==> config.mk <==
export PLATFORM = sky130hd
export DESIGN_NAME = pull_bias_sequencer
export DESIGN_NICKNAME = d
export VERILOG_FILES = /design/src/rtl/pull_seq_pkg.sv /design/src/rtl/pull_ctrl_reg.sv /design/src/rtl/pull_bank_strobe.sv /design/src/rtl/pull_pin_cell.sv /design/src/rtl/pull_bias_sequencer.sv
export SDC_FILE = /design/constraint.sdc
export NUM_CORES = 1
export LEC_CHECK = 0
export BUFFER_PORTS_ARGS = -buffer_cell sky130_fd_sc_hd__buf_2
export CELL_PAD_IN_SITES_DETAIL_PLACEMENT = 0
export CELL_PAD_IN_SITES_GLOBAL_PLACEMENT = 1
export CORE_AREA = 2 2 193 119
export DETAILED_ROUTE_END_ITERATION = 10
export DIE_AREA = 0 0 195 121
export PLACE_DENSITY = 0.76
export SYNTH_ARGS = -nofsm -noshare
export SYNTH_HDL_FRONTEND = slang
export SYNTH_SLANG_ARGS = --single-unit
==> constraint.sdc <==
create_clock -name clk -period 1.6 [get_ports clk]
set_input_delay 0.08 -clock clk [delete_from_list [all_inputs] [get_ports clk]]
set_output_delay 0.08 -clock clk [all_outputs]
set_load 0.05 [all_outputs]
==> src/rtl/pull_seq_pkg.sv <==
package pull_seq_pkg;
   typedef enum logic [1:0] {
      PULL_NONE = 2'b00,
      PULL_DOWN = 2'b01,
      PULL_UP   = 2'b10,
      PULL_RSVD = 2'b11
   } pull_code_e;
endpackage

==> src/rtl/pull_ctrl_reg.sv <==
module pull_ctrl_reg
   import pull_seq_pkg::*;
#(
   parameter int unsigned SETTLE_CYCLES = 150,
   localparam int unsigned CNT_W = $clog2(SETTLE_CYCLES + 1)
) (
   input  logic       clk,
   input  logic       rst_n,
   input  logic       ctrl_wr,
   input  logic [1:0] ctrl_code,
   input  logic       ctrl_clr_early,
   input  logic       strobe_wr,
   output pull_code_e code_q,
   output logic       busy,
   output logic       early_q
);
   logic [CNT_W-1:0] cnt_q;

   assign busy = (cnt_q != '0);

   always_ff @(posedge clk or negedge rst_n) begin
      if (!rst_n) begin
         code_q  <= PULL_NONE;
         cnt_q   <= '0;
         early_q <= 1'b0;
      end else if (ctrl_wr) begin
         code_q <= pull_code_e'(ctrl_code);
         cnt_q  <= CNT_W'(SETTLE_CYCLES);
         if (ctrl_clr_early) early_q <= 1'b0;
      end else begin
         if (busy) cnt_q <= cnt_q - CNT_W'(1);
         if (strobe_wr && busy) early_q <= 1'b1;
      end
   end
endmodule

==> src/rtl/pull_bank_strobe.sv <==
module pull_bank_strobe #(
   parameter int unsigned LIVE_W = 32
) (
   input  logic              clk,
   input  logic              rst_n,
   input  logic              wr,
   input  logic [LIVE_W-1:0] wdata,
   output logic [LIVE_W-1:0] strobe_q,
   output logic [LIVE_W-1:0] rise
);
   assign rise = wr ? (wdata & ~strobe_q) : '0;

   always_ff @(posedge clk or negedge rst_n) begin
      if (!rst_n)  strobe_q <= '0;
      else if (wr) strobe_q <= wdata;
   end
endmodule

==> src/rtl/pull_pin_cell.sv <==
module pull_pin_cell
   import pull_seq_pkg::*;
(
   input  logic       clk,
   input  logic       rst_n,
   input  logic       capture,
   input  pull_code_e code,
   output pull_code_e state_q
);
   always_ff @(posedge clk or negedge rst_n) begin
      if (!rst_n)
         state_q <= PULL_NONE;
      else if (capture && code != PULL_RSVD)
         state_q <= code;
   end
endmodule

==> src/rtl/pull_bias_sequencer.sv <==
module pull_bias_sequencer
   import pull_seq_pkg::*;
#(
   parameter int unsigned NUM_PINS      = 54,
   parameter int unsigned BANK_W        = 32,
   parameter int unsigned SETTLE_CYCLES = 150,
   parameter int unsigned ADDR_W        = 8,
   parameter logic [ADDR_W-1:0] CTRL_OFFSET = 8'h94,
   parameter logic [ADDR_W-1:0] STRB_OFFSET = 8'h98
) (
   input  logic                clk,
   input  logic                rst_n,
   input  logic                reg_wr,
   input  logic [ADDR_W-1:0]   reg_addr,
   input  logic [31:0]         reg_wdata,
   output logic [31:0]         reg_rdata,
   output logic                settle_busy,
   output logic [NUM_PINS-1:0] pull_up_en,
   output logic [NUM_PINS-1:0] pull_dn_en
);
   localparam int unsigned NUM_BANKS = (NUM_PINS + BANK_W - 1) / BANK_W;

   if (BANK_W < 1 || BANK_W > 32) begin : g_bad_bank
      $error("BANK_W must lie in 1..32");
   end
   if (NUM_PINS < 1) begin : g_bad_pins
      $error("NUM_PINS must be at least 1");
   end
   if (SETTLE_CYCLES < 1) begin : g_bad_settle
      $error("SETTLE_CYCLES must be at least 1");
   end
   if (ADDR_W < 3) begin : g_bad_addr
      $error("ADDR_W too narrow for the register map");
   end

   pull_code_e            code_q;
   logic                  early_q;
   logic                  ctrl_sel;
   logic [NUM_BANKS-1:0]  bank_sel;
   logic [NUM_BANKS-1:0]  bank_hit;
   logic [NUM_PINS-1:0]   strobe_all;
   logic [NUM_PINS-1:0]   rise_all;
   logic [31:0]           bank_rd [NUM_BANKS];
   pull_code_e            pin_state [NUM_PINS];

   assign ctrl_sel = (reg_addr == CTRL_OFFSET);

   pull_ctrl_reg #(.SETTLE_CYCLES(SETTLE_CYCLES)) u_ctrl (
      .clk            (clk),
      .rst_n          (rst_n),
      .ctrl_wr        (reg_wr && ctrl_sel),
      .ctrl_code      (reg_wdata[1:0]),
      .ctrl_clr_early (reg_wdata[31]),
      .strobe_wr      (|bank_hit),
      .code_q         (code_q),
      .busy           (settle_busy),
      .early_q        (early_q)
   );

   for (genvar b = 0; b < NUM_BANKS; b++) begin : g_bank
      localparam int unsigned LEFT = NUM_PINS - b * BANK_W;
      localparam int unsigned LIVE = (LEFT > BANK_W) ? BANK_W : LEFT;
      localparam logic [ADDR_W-1:0] BANK_ADDR = STRB_OFFSET + ADDR_W'(4 * b);

      assign bank_sel[b] = (reg_addr == BANK_ADDR);
      assign bank_hit[b] = reg_wr && bank_sel[b];

      pull_bank_strobe #(.LIVE_W(LIVE)) u_strobe (
         .clk      (clk),
         .rst_n    (rst_n),
         .wr       (bank_hit[b]),
         .wdata    (reg_wdata[LIVE-1:0]),
         .strobe_q (strobe_all[b*BANK_W +: LIVE]),
         .rise     (rise_all[b*BANK_W +: LIVE])
      );

      assign bank_rd[b] = bank_sel[b] ? 32'(strobe_all[b*BANK_W +: LIVE]) : 32'h0;
   end

   for (genvar p = 0; p < NUM_PINS; p++) begin : g_pin
      pull_pin_cell u_cell (
         .clk     (clk),
         .rst_n   (rst_n),
         .capture (rise_all[p]),
         .code    (code_q),
         .state_q (pin_state[p])
      );
      assign pull_up_en[p] = (pin_state[p] == PULL_UP);
      assign pull_dn_en[p] = (pin_state[p] == PULL_DOWN);
   end

   always_comb begin
      reg_rdata = '0;
      if (ctrl_sel) begin
         reg_rdata[1:0] = code_q;
         reg_rdata[8]   = settle_busy;
         reg_rdata[9]   = early_q;
      end
      for (int b = 0; b < NUM_BANKS; b++) reg_rdata = reg_rdata | bank_rd[b];
   end
endmodule

======== Word-level counts from Yosys, hierarchy flattened ========
Index checks and enable logic that the tools add are counted.
cells by class
  mux-type cells .......................... 11
  equal/unequal tests ..................... 113
  reductions and logical operators ........ 63
  add/sub/neg operators ................... 1
  bitwise logic cells ..................... 6
operators with widths
  kind                   count
  $eq A2 B1 Y1 const B   54
  $eq A2 B2 Y1 const B   54
  $mux W32               2
  $logic_and A1 B1 Y1    58
  $mux W22               2
  $and A32 B32 Y32       1
  $not A32 Y32           1
  $or A10 B32 Y32        1
  $or A32 B22 Y32        1
  $eq A8 B8 Y1 const B   3
  $and A22 B22 Y22       1
  $not A22 Y22           1
  $mux W8                2
  $reduce_bool A8 Y1     1
  $sub A8 B1 Y8 const B  1
  $mux W2                2
  $ne A2 B2 Y1 const B   2
  $reduce_bool A2 Y1     2
  $mux W1                3
  $reduce_and A2 Y1      1
  $reduce_or A2 Y1       1
storage, ports and cells
  register bits after elaboration ......... 173
  input bits .............................. 43
  output and inout port bits .............. 141
  word-level logic and storage cells ...... 253

======== Longest topological paths before layout ========
Gate-level depths: netlist of run 1.
  depth after elaboration ................. 6
  depth in mapped cells ................... 7
  depth with buffers taken out ............ 6

======== Hierarchy ========
From an unflattened synthesis of run 1, not the netlist that was laid out.
unflattened totals
  cells, all modules ...................... 795
  area, all modules ....................... 9385.3 um^2
modules (own cells, without submodules)
  module                                  area an instance (um^2)  sequential area each (um^2)  cells each  times used
  pull_pin_cell                           90.1                     50.0                         7           54
  pull_bank_strobe at g_bank[0].u_strobe  1627.8                   800.8                        103         1
  pull_bias_sequencer                     1207.4                   0.0                          187         1
  pull_bank_strobe at g_bank[1].u_strobe  1114.8                   550.5                        71          1
  pull_ctrl_reg                           570.5                    275.3                        56          1

======== Least setup slack after synthesis of run 1 ========
OpenSTA, ideal clock, no wires.
  path kind ............................... reg2out
  from .................................... register u_ctrl.cnt_q[0]
  to ...................................... output reg_rdata[8]
  cell stages (with the launch flop) ...... 7
  arrival time ............................ 2.293 ns
  slack ................................... -0.773 ns
  path buffers ............................ 0
  required time ........................... 1.520 ns
  cells stage by stage .................... dfrtp_1 > inv_1 > ha_1 > nor3b_1 > nand3b_1 > o211ai_1 > a21oi_1
between the ends
  word-level cells in the longest chain between the ends .. 4
ends and longest elaborated chain
  what                      line                       source
  start: declaration        pull_ctrl_reg.sv:17        logic [CNT_W-1:0] cnt_q;
  start signal: assignment  pull_ctrl_reg.sv:28        cnt_q <= CNT_W'(SETTLE_CYCLES);
  start signal: assignment  pull_ctrl_reg.sv:31        if (busy) cnt_q <= cnt_q - CNT_W'(1);
  $reduce_bool A8 Y1        pull_ctrl_reg.sv:19        assign busy = (cnt_q != '0);
  named net settle_busy     pull_bias_sequencer.sv:17  output logic settle_busy,
  $mux W2                   pull_bias_sequencer.sv:94  if (ctrl_sel) begin
  $or A10 B32 Y32           pull_bias_sequencer.sv:99  for (int b = 0; b < NUM_BANKS; b++) reg_rdata = reg_rdata | bank_rd[b];
  $or A32 B22 Y32           pull_bias_sequencer.sv:99
  end: declaration          pull_bias_sequencer.sv:16  output logic [31:0] reg_rdata,
The timed path passes the listed nets, and every way through them passes these cells.

======== Final worst setup path of run 1 ========
  from .................................... register u_ctrl.cnt_q[1]
  to ...................................... output reg_rdata[8]
between the ends
  word-level cells in the longest chain between the ends .. 4
ends and longest elaborated chain
  what                line
  $reduce_bool A8 Y1  pull_ctrl_reg.sv:19
  $mux W2             pull_bias_sequencer.sv:94
  $or A10 B32 Y32     pull_bias_sequencer.sv:99
  $or A32 B22 Y32     pull_bias_sequencer.sv:99
Every way passes these cells.

==> key figures, run 1 <==
Route
  – Via-to-Cell Ratio: 5.061
  – DR pass1 iterations: 4
  – Final antenna-violating net count: 0
  – DRC Markers: 0
  – Detailed-route via count: 6437
  – Avg WL per Cell: 19.11 um
  – Drt initial violations: 369
  – Total wire length: 24.31 mm

CTS
  – TritonCTS clock tree: built
  – Sink Count: 173
  – H-tree depth: 4
  – Clock Tree Root: clkbuf_16
  – Clock buffer depth: 2
  – CTS Buf Count: 17
  – Clk_lat worst skew: 430 ps
  – Clock slew at reported path FFs: 70 ps

Yosys
  – Share of the synthesized area in the top cell type: 50.31%
  – Post-synth EDFFs: 0
  – Syn Area/Cell: 12.54 um2
  – Post-synth cell types: 42
  – FF+latch count, synth: 173
  – Total nets after synthesis: 731
  – Sequential cell area fraction in the yosys report: 50.31%
  – Synth top area cells: dfrtp_1 50%, mux2_2 18%, nor2b_1 8.1%
  – Primary FF master, synth: dfrtp_1
  – Post-synthesis cell count: 686
  – Synth Cell Area: 0.008606 mm2
  – Ys async rst share: 100.0%
  – Yosys Warn Count: 0
  – Synth area leader: dfrtp_1

Floorplan
  – Die Wd: 195 um
  – Die Span Y: 121 um
  – Placement row count: 42
  – Die area: 0.02360 mm2
  – Initial core utilization: 39.56%
  – Core area: 0.02176 mm2
  – IO Pins: 184

Place
  – DPL Wire Length: 16.77 mm
  – Cell area after placement: 0.01075 mm2
  – Number of port buffers: 183
  – GPL Wtd Cong: 0.7917
  – Pre-CTS WS: -374.3 ps

Timing
  – Least-Margin Pin Slew: 461.2 ps
  – Final-report max-slew violation count: 0
  – Min cycle time layout: 2004 ps
  – # setup viols final: 121
  – Final Hold Vio Count: 0
  – Final worst setup slack: -404.2 ps
  – RSZ-0062 raised after global routing: true
  – Final period util: 125.3%
  – Slew headroom: 69.26%
  – Max Clk Rate: 499.0 MHz
  – Clock skew: 8.307 ps

Global route
  – Vias in the first global route: 6426
  – GR Layer Usage met2: 27.99%
  – First-pass GRT wire length: 38.12 mm
  – Gr ovfl total: 0
  – Gr busiest metal: met1
  – Initial antenna violation count: 0
  – Global Route met3 Usage: 4.030%
  – GRT Total Usage: 21.14%
  – Largest net degree at the start of global routing: 43
  – GR Layer Usage met1: 34.40%

Finish
  – Layout overhead on the synthesized area: 45.58%
  – Diodes inserted: 0
  – Post-layout nets: 1018
  – Multi-input logic area: 0.004637 mm2
  – # fillers: 1836
  – Storage cell area: 0.004332 mm2
  – Most common cell after layout, fill and taps aside: dfrtp_1
  – Layout cells sized above 1: 54.56%
  – Leading cell types in the layout, fill and taps excluded: 171 x dfrtp_1, 147 x buf_2, 111 x nor2b_1, 78 x mux2_2, 69 x mux2_4
  – Final Cell Area: 0.01253 mm2

Setup path
  – Worst Path Max Fanout: 2
  – Crit start category: flop
  – CP required: 1520 ps
  – CP endpoint kind: primary output
  – Data arrival, critical path: 1920 ps
  – Critical path class: reg -> out

Run status
  – Outcome: finished, violations left
  – Failing checks: setup timing

Flow run
  – Max Cap Viol: 0

Power and ir drop
  – Static Leak: 6.319 nW
  – Internal: 7.255 mW
  – Switching pwr: 2.745 mW
  – Power per cell area: 798.2 mW/mm2
  – Net Sw Frac: 27.45%
  – Gate power share: 14.6%
  – Maximum vdd drop: 0.7263 mV
  – Clock power share: 37.7%
  – Sequential power share: 47.6%

Min path
  – Worst min path class: in -> async
## critical path: stages (launching register included)
cell and delay [ps]:
dfrtp_1 410, inv_2 70, ha_2 150, nor3b_4 180, nand3b_1 140, o211ai_1 290
a21oi_4 100, buf_6 160
## per-layer routing
layer  up-vias  routed length [um]
met5         -                   0
li1       3032                   -
met3        13                1328
met2       170                9910
met4         0                 194
met1      3222               12880
## cell usage after synthesis (2+ instances only)
master	number
nor2b_1	111
nand3_1	3
buf_4	2
nor3b_1	3
or3_1	2
a22o_1	18
nor3_1	2
o21ai_0	2
nand2b_1	11
a22oi_1	3
and3_1	11
mux2i_1	3
buf_2	7
nor3_2	2
nand4b_1	23
nand2_1	8
nor4_2	3
dfrtp_1	173
a2bb2oi_1	18
nor4_1	18
nor4_4	19
clkbuf_1	27
ha_1	2
inv_1	24
nor2_1	22
mux2_1	10
and2_1	2
mux2_2	139
a21oi_1	4
buf_12	2
## timing repair
action	in CTS	in global routing
endpoints found under the hold margin	230	0
hold buffers	33	0
gates resized for setup	117	58
setup endpoints to repair	91	154
pin swaps	35	38
buffers inserted	22	12
gates cloned	4	0
## flip-flops by register name (all words and copies together) (netlist names)
name / cells
g_pin.u_cell.state_q: 108
u_ctrl.early_q: 1
g_bank.u_strobe.strobe_q: 54
u_ctrl.cnt_q: 8
u_ctrl.code_q: 2
## through the flow
stage | total power [mW] | util [%] | hold slack [ps] | std cells | setup TNS (ps)
6_report | 10.00 | 57.59 | 127.9 | 1272 | -11950
5_1_grt | 10.45 | 57.59 | 148.7 | 1272 | -20850
4_1_cts | 9.927 | 56.40 | 129.7 | 1267 | -6682
3_5_place_dp | 5.981 | 49.41 | -2.763 | 1179 | -33640
3_3_place_gp | 5.968 | 49.41 | -5.849 | 1179 | -30200
2_1_floorplan | 5.443 | - | -215.6 | 686 | -13260
## cell type report
| cell class | instances | share of cell area [%] |
|---|---|---|
| clock inverters | 13 | 0.7690 |
| well taps | 286 | 2.856 |
| clock buffers | 19 | 3.455 |
| repair buffers | 308 | 20.61 |
| flip-flops and latches | 173 | 34.57 |
| inverters | 24 | 0.7191 |
| multi-input cells | 449 | 37.01 |
## power groups by stage
stage / clock network [mW] / registers [mW] / logic, mW
final: 3.77 / 4.76 / 1.46
after floorplan: 0 / 4.78 / 0.661
after detailed placement: 0 / 4.82 / 1.16
after global placement: 0 / 4.82 / 1.15
after CTS: 3.87 / 4.74 / 1.31
after global routing: 4.07 / 4.79 / 1.59
## cells by family (layout without fill, tap and decap cells)
family,Yosys count,in the layout,share of synthesized area (%)
AND/OR/NAND/NOR,246,246,21.46
XOR/XNOR,1,1,0.1018
buffers and inverters,64,364,3.446
flip-flops,173,173,50.31
adder cells (fa/ha/maj),2,2,0.2907
AO/OA/AOI/OAI,48,48,4.551
multiplexers,152,152,19.85
## path summary, 6_finish.rpt
check                                                             from                                          end  slack [ps]  cells past startpoint
max in group asynchronous                                        rst_n   g_bank[0].u_strobe.strobe_q[8]$_DFFE_PN0P_         880                      3
min in group clk                                                reg_wr                   u_ctrl.early_q$_DFFE_PN0P_         170                      4
min                                                              rst_n      g_pin[35].u_cell.state_q[1]$_DFFE_PN0P_         130                      2
max reg2reg                               u_ctrl.code_q[1]$_DFFE_PN0P_       g_pin[0].u_cell.state_q[1]$_DFFE_PN0P_        -220                      7
min reg2reg                g_bank[0].u_strobe.strobe_q[28]$_DFFE_PN0P_  g_bank[0].u_strobe.strobe_q[28]$_DFFE_PN0P_         520                      1
max                                        u_ctrl.cnt_q[1]$_DFFE_PN0P_                                 reg_rdata[8]        -400                      7
No activity file was read; power rests on OpenSTA's default activity.
==> inputs of run 2 (changes only) <==
--- a/config.mk
+++ b/config.mk
@@ -8,10 +8,11 @@
 export BUFFER_PORTS_ARGS = -buffer_cell sky130_fd_sc_hd__buf_2
 export CELL_PAD_IN_SITES_DETAIL_PLACEMENT = 0
 export CELL_PAD_IN_SITES_GLOBAL_PLACEMENT = 1
-export CORE_AREA = 2 2 193 119
+export CORE_AREA = 2 2 191 118
+export CTS_BUF_LIST = sky130_fd_sc_hd__clkbuf_8
 export DETAILED_ROUTE_END_ITERATION = 10
-export DIE_AREA = 0 0 195 121
-export PLACE_DENSITY = 0.76
+export DIE_AREA = 0 0 193 120
+export PLACE_DENSITY = 0.78
 export SYNTH_ARGS = -nofsm -noshare
 export SYNTH_HDL_FRONTEND = slang
 export SYNTH_SLANG_ARGS = --single-unit
==> key figures, run 2 (synthesized netlist as in run 1, its figures left out) <==
Run status
  – Outcome: finished, violations left
  – Failing checks: setup timing

Setup path
  – Worst reg2reg setup slack: -140 ps
  – CP startpoint: u_ctrl.cnt_q[0]$_DFFE_PN0P_
  – Slowest-stage cell, CP: dfrtp_1
  – Worst R2R End: u_ctrl.cnt_q[7]$_DFFE_PN0P_
  – Max incr delay on CP: 400 ps
  – Reg2Reg Depth: 6
  – Critical path class: reg -> out
  – Data arrival, critical path: 1970 ps
  – Worst setup path end: reg_rdata[8]
  – CP endpoint kind: primary output
  – Crit start category: flop
  – Worst-path cell chain: inv_2, ha_4, nor3b_4, nand3b_1, o211ai_1, a21oi_4, buf_6
  – Worst Path Max Fanout: 3
  – CP required: 1520 ps
  – FF-to-FF Start: u_ctrl.cnt_q[1]$_DFFE_PN0P_

Timing
  – # setup viols final: 35
  – Final period util: 128.4%
  – Final-report max-slew violation count: 0
  – Hold_ws: 92.89 ps
  – Final worst setup slack: -454.7 ps
  – Min cycle time layout: 2055 ps
  – Clock skew: 13.90 ps
  – Max Clk Rate: 486.7 MHz
  – Least-Margin Pin Slew: 409.3 ps
  – Final Hold Vio Count: 0
  – Slew headroom: 72.71%
  – RSZ-0062 raised after global routing: true

Floorplan
  – Placement row count: 42
  – Die Span Y: 120 um
  – Core area: 0.02155 mm2
  – Die area: 0.02316 mm2
  – Initial core utilization: 39.94%
  – Die Wd: 193 um
  – IO Pins: 184

Power and ir drop
  – Power per cell area: 794.9 mW/mm2
  – Gate power share: 14.4%
  – Net Sw Frac: 26.24%
  – Sequential power share: 49.0%
  – Maximum vdd drop: 0.5378 mV
  – Internal: 7.142 mW
  – Static Leak: 6.212 nW
  – Switching pwr: 2.541 mW
  – Clock power share: 36.6%

Finish
  – Layout overhead on the synthesized area: 41.55%
  – Layout cells sized above 1: 53.34%
  – Multi-input logic area: 0.004591 mm2
  – Storage cell area: 0.004332 mm2
  – # fillers: 1793
  – Largest registers: g_pin.u_cell.state_q: 108 flops, g_bank.u_strobe.strobe_q: 54 flops, u_ctrl.cnt_q: 8 flops
  – Post-layout util: 56.54%
  – Most common cell after layout, fill and taps aside: dfrtp_1
  – Leading cell types in the layout, fill and taps excluded: 171 x dfrtp_1, 151 x buf_2, 111 x nor2b_1, 81 x mux2_2, 61 x mux2_4
  – Post-layout nets: 1006
  – Max reg flops: 108
  – Final Cell Area: 0.01218 mm2
  – Largest Register: g_pin.u_cell.state_q

CTS
  – H-tree depth: 4
  – Clock Tree Root: clkbuf_8
  – Clock slew at reported path FFs: 100 ps
  – Sink Count: 173
  – Clock buffer depth: 2
  – Clk_lat worst skew: 470 ps
  – CTS Buf Count: 17
  – TritonCTS clock tree: built

Global route
  – Vias in the first global route: 6516
  – Initial antenna violation count: 1
  – GRT Total Usage: 21.46%
  – Gr ovfl total: 0
  – First-pass GRT wire length: 37.43 mm
  – Largest net degree at the start of global routing: 57

Place
  – Pre-CTS WS: -372.6 ps
  – GPL Wtd Cong: 0.7900
  – DPL Wire Length: 16.28 mm
  – Number of port buffers: 183
  – Cell area after placement: 0.01067 mm2

Flow run
  – Max Cap Viol: 0

Route
  – DR pass1 iterations: 5
  – Detailed-route via count: 6348
  – Avg WL per Cell: 19.12 um
  – Total wire length: 24.09 mm
  – Via-to-Cell Ratio: 5.038
  – Drt initial violations: 398
  – Final antenna-violating net count: 0
  – DRC Markers: 0

Min path
  – Worst min path class: in -> async
## run 2: power by group through the flow
stage	Combinational, mW	Clock [mW]	Sequential [mW]
6_report	1.40	3.55	4.74
5_1_grt	1.54	3.84	4.77
2_1_floorplan	0.661	0	4.78
3_5_place_dp	1.15	0	4.81
4_1_cts	1.31	3.65	4.73
3_3_place_gp	1.14	0	4.81
## run 2: metal layers
layer  track usage (%)  up-vias  wire, um
li1                  -     3010         -
met1             33.60     3158     12150
met2             29.75      172     10290
met3             5.089        8      1496
met4             4.498        0       152
met5                 0        -         0
## run 2: worst min-delay path by stage
stage	startpoint	to	cells after the start	slack, ps
floorplan	rst_n	g_bank[0].u_strobe.strobe_q[0]$_DFFE_PN0P_	0	-220
detailed placement	rst_n	g_pin[17].u_cell.state_q[0]$_DFFE_PN0P_	1	20
global placement	rst_n	g_pin[18].u_cell.state_q[0]$_DFFE_PN0P_	1	20
CTS	rst_n	g_pin[12].u_cell.state_q[0]$_DFFE_PN0P_	2	70
global route	rst_n	g_pin[17].u_cell.state_q[0]$_DFFE_PN0P_	2	100
finish	rst_n	g_pin[17].u_cell.state_q[0]$_DFFE_PN0P_	2	90
## run 2: what timing repair did
action / CTS / global route
buffers inserted: 25 / 6
cloned: 1 / 2
gates resized for setup: 78 / 34
endpoints found under the hold margin: 236 / 0
setup endpoints to repair: 39 / 121
hold buffers: 33 / 0
pin swaps: 21 / 12
## run 2: layout make-up
type / count / area share [%]
antenna: 1 / 0.02054
clock buffer: 19 / 2.147
clock inverter: 12 / 1.592
inverter: 24 / 0.7395
multi-input combinational: 449 / 37.68
sequential: 173 / 35.56
tap: 286 / 2.938
timing repair buffer: 296 / 19.32
## run 2: critical path: cells and delay by family, from the launching register on
kind,cells,cell delay [ps]
DFF,1,400
adders and majority gates,1,120
buffers and inverters,2,250
AOI/OAI and AO/OA,2,390
and+or+nand+nor,2,340
## run 2: stage by stage
| stage | power (mW) | std cells | TNS, ps |
|---|---|---|---|
| 6_report | 9.683 | 1260 | -1896 |
| 5_1_grt | 10.15 | 1259 | -6326 |
| 4_1_cts | 9.700 | 1256 | -2957 |
| 3_5_place_dp | 5.967 | 1167 | -27890 |
| 3_3_place_gp | 5.951 | 1167 | -25210 |
| 2_1_floorplan | 5.443 | 686 | -13260 |
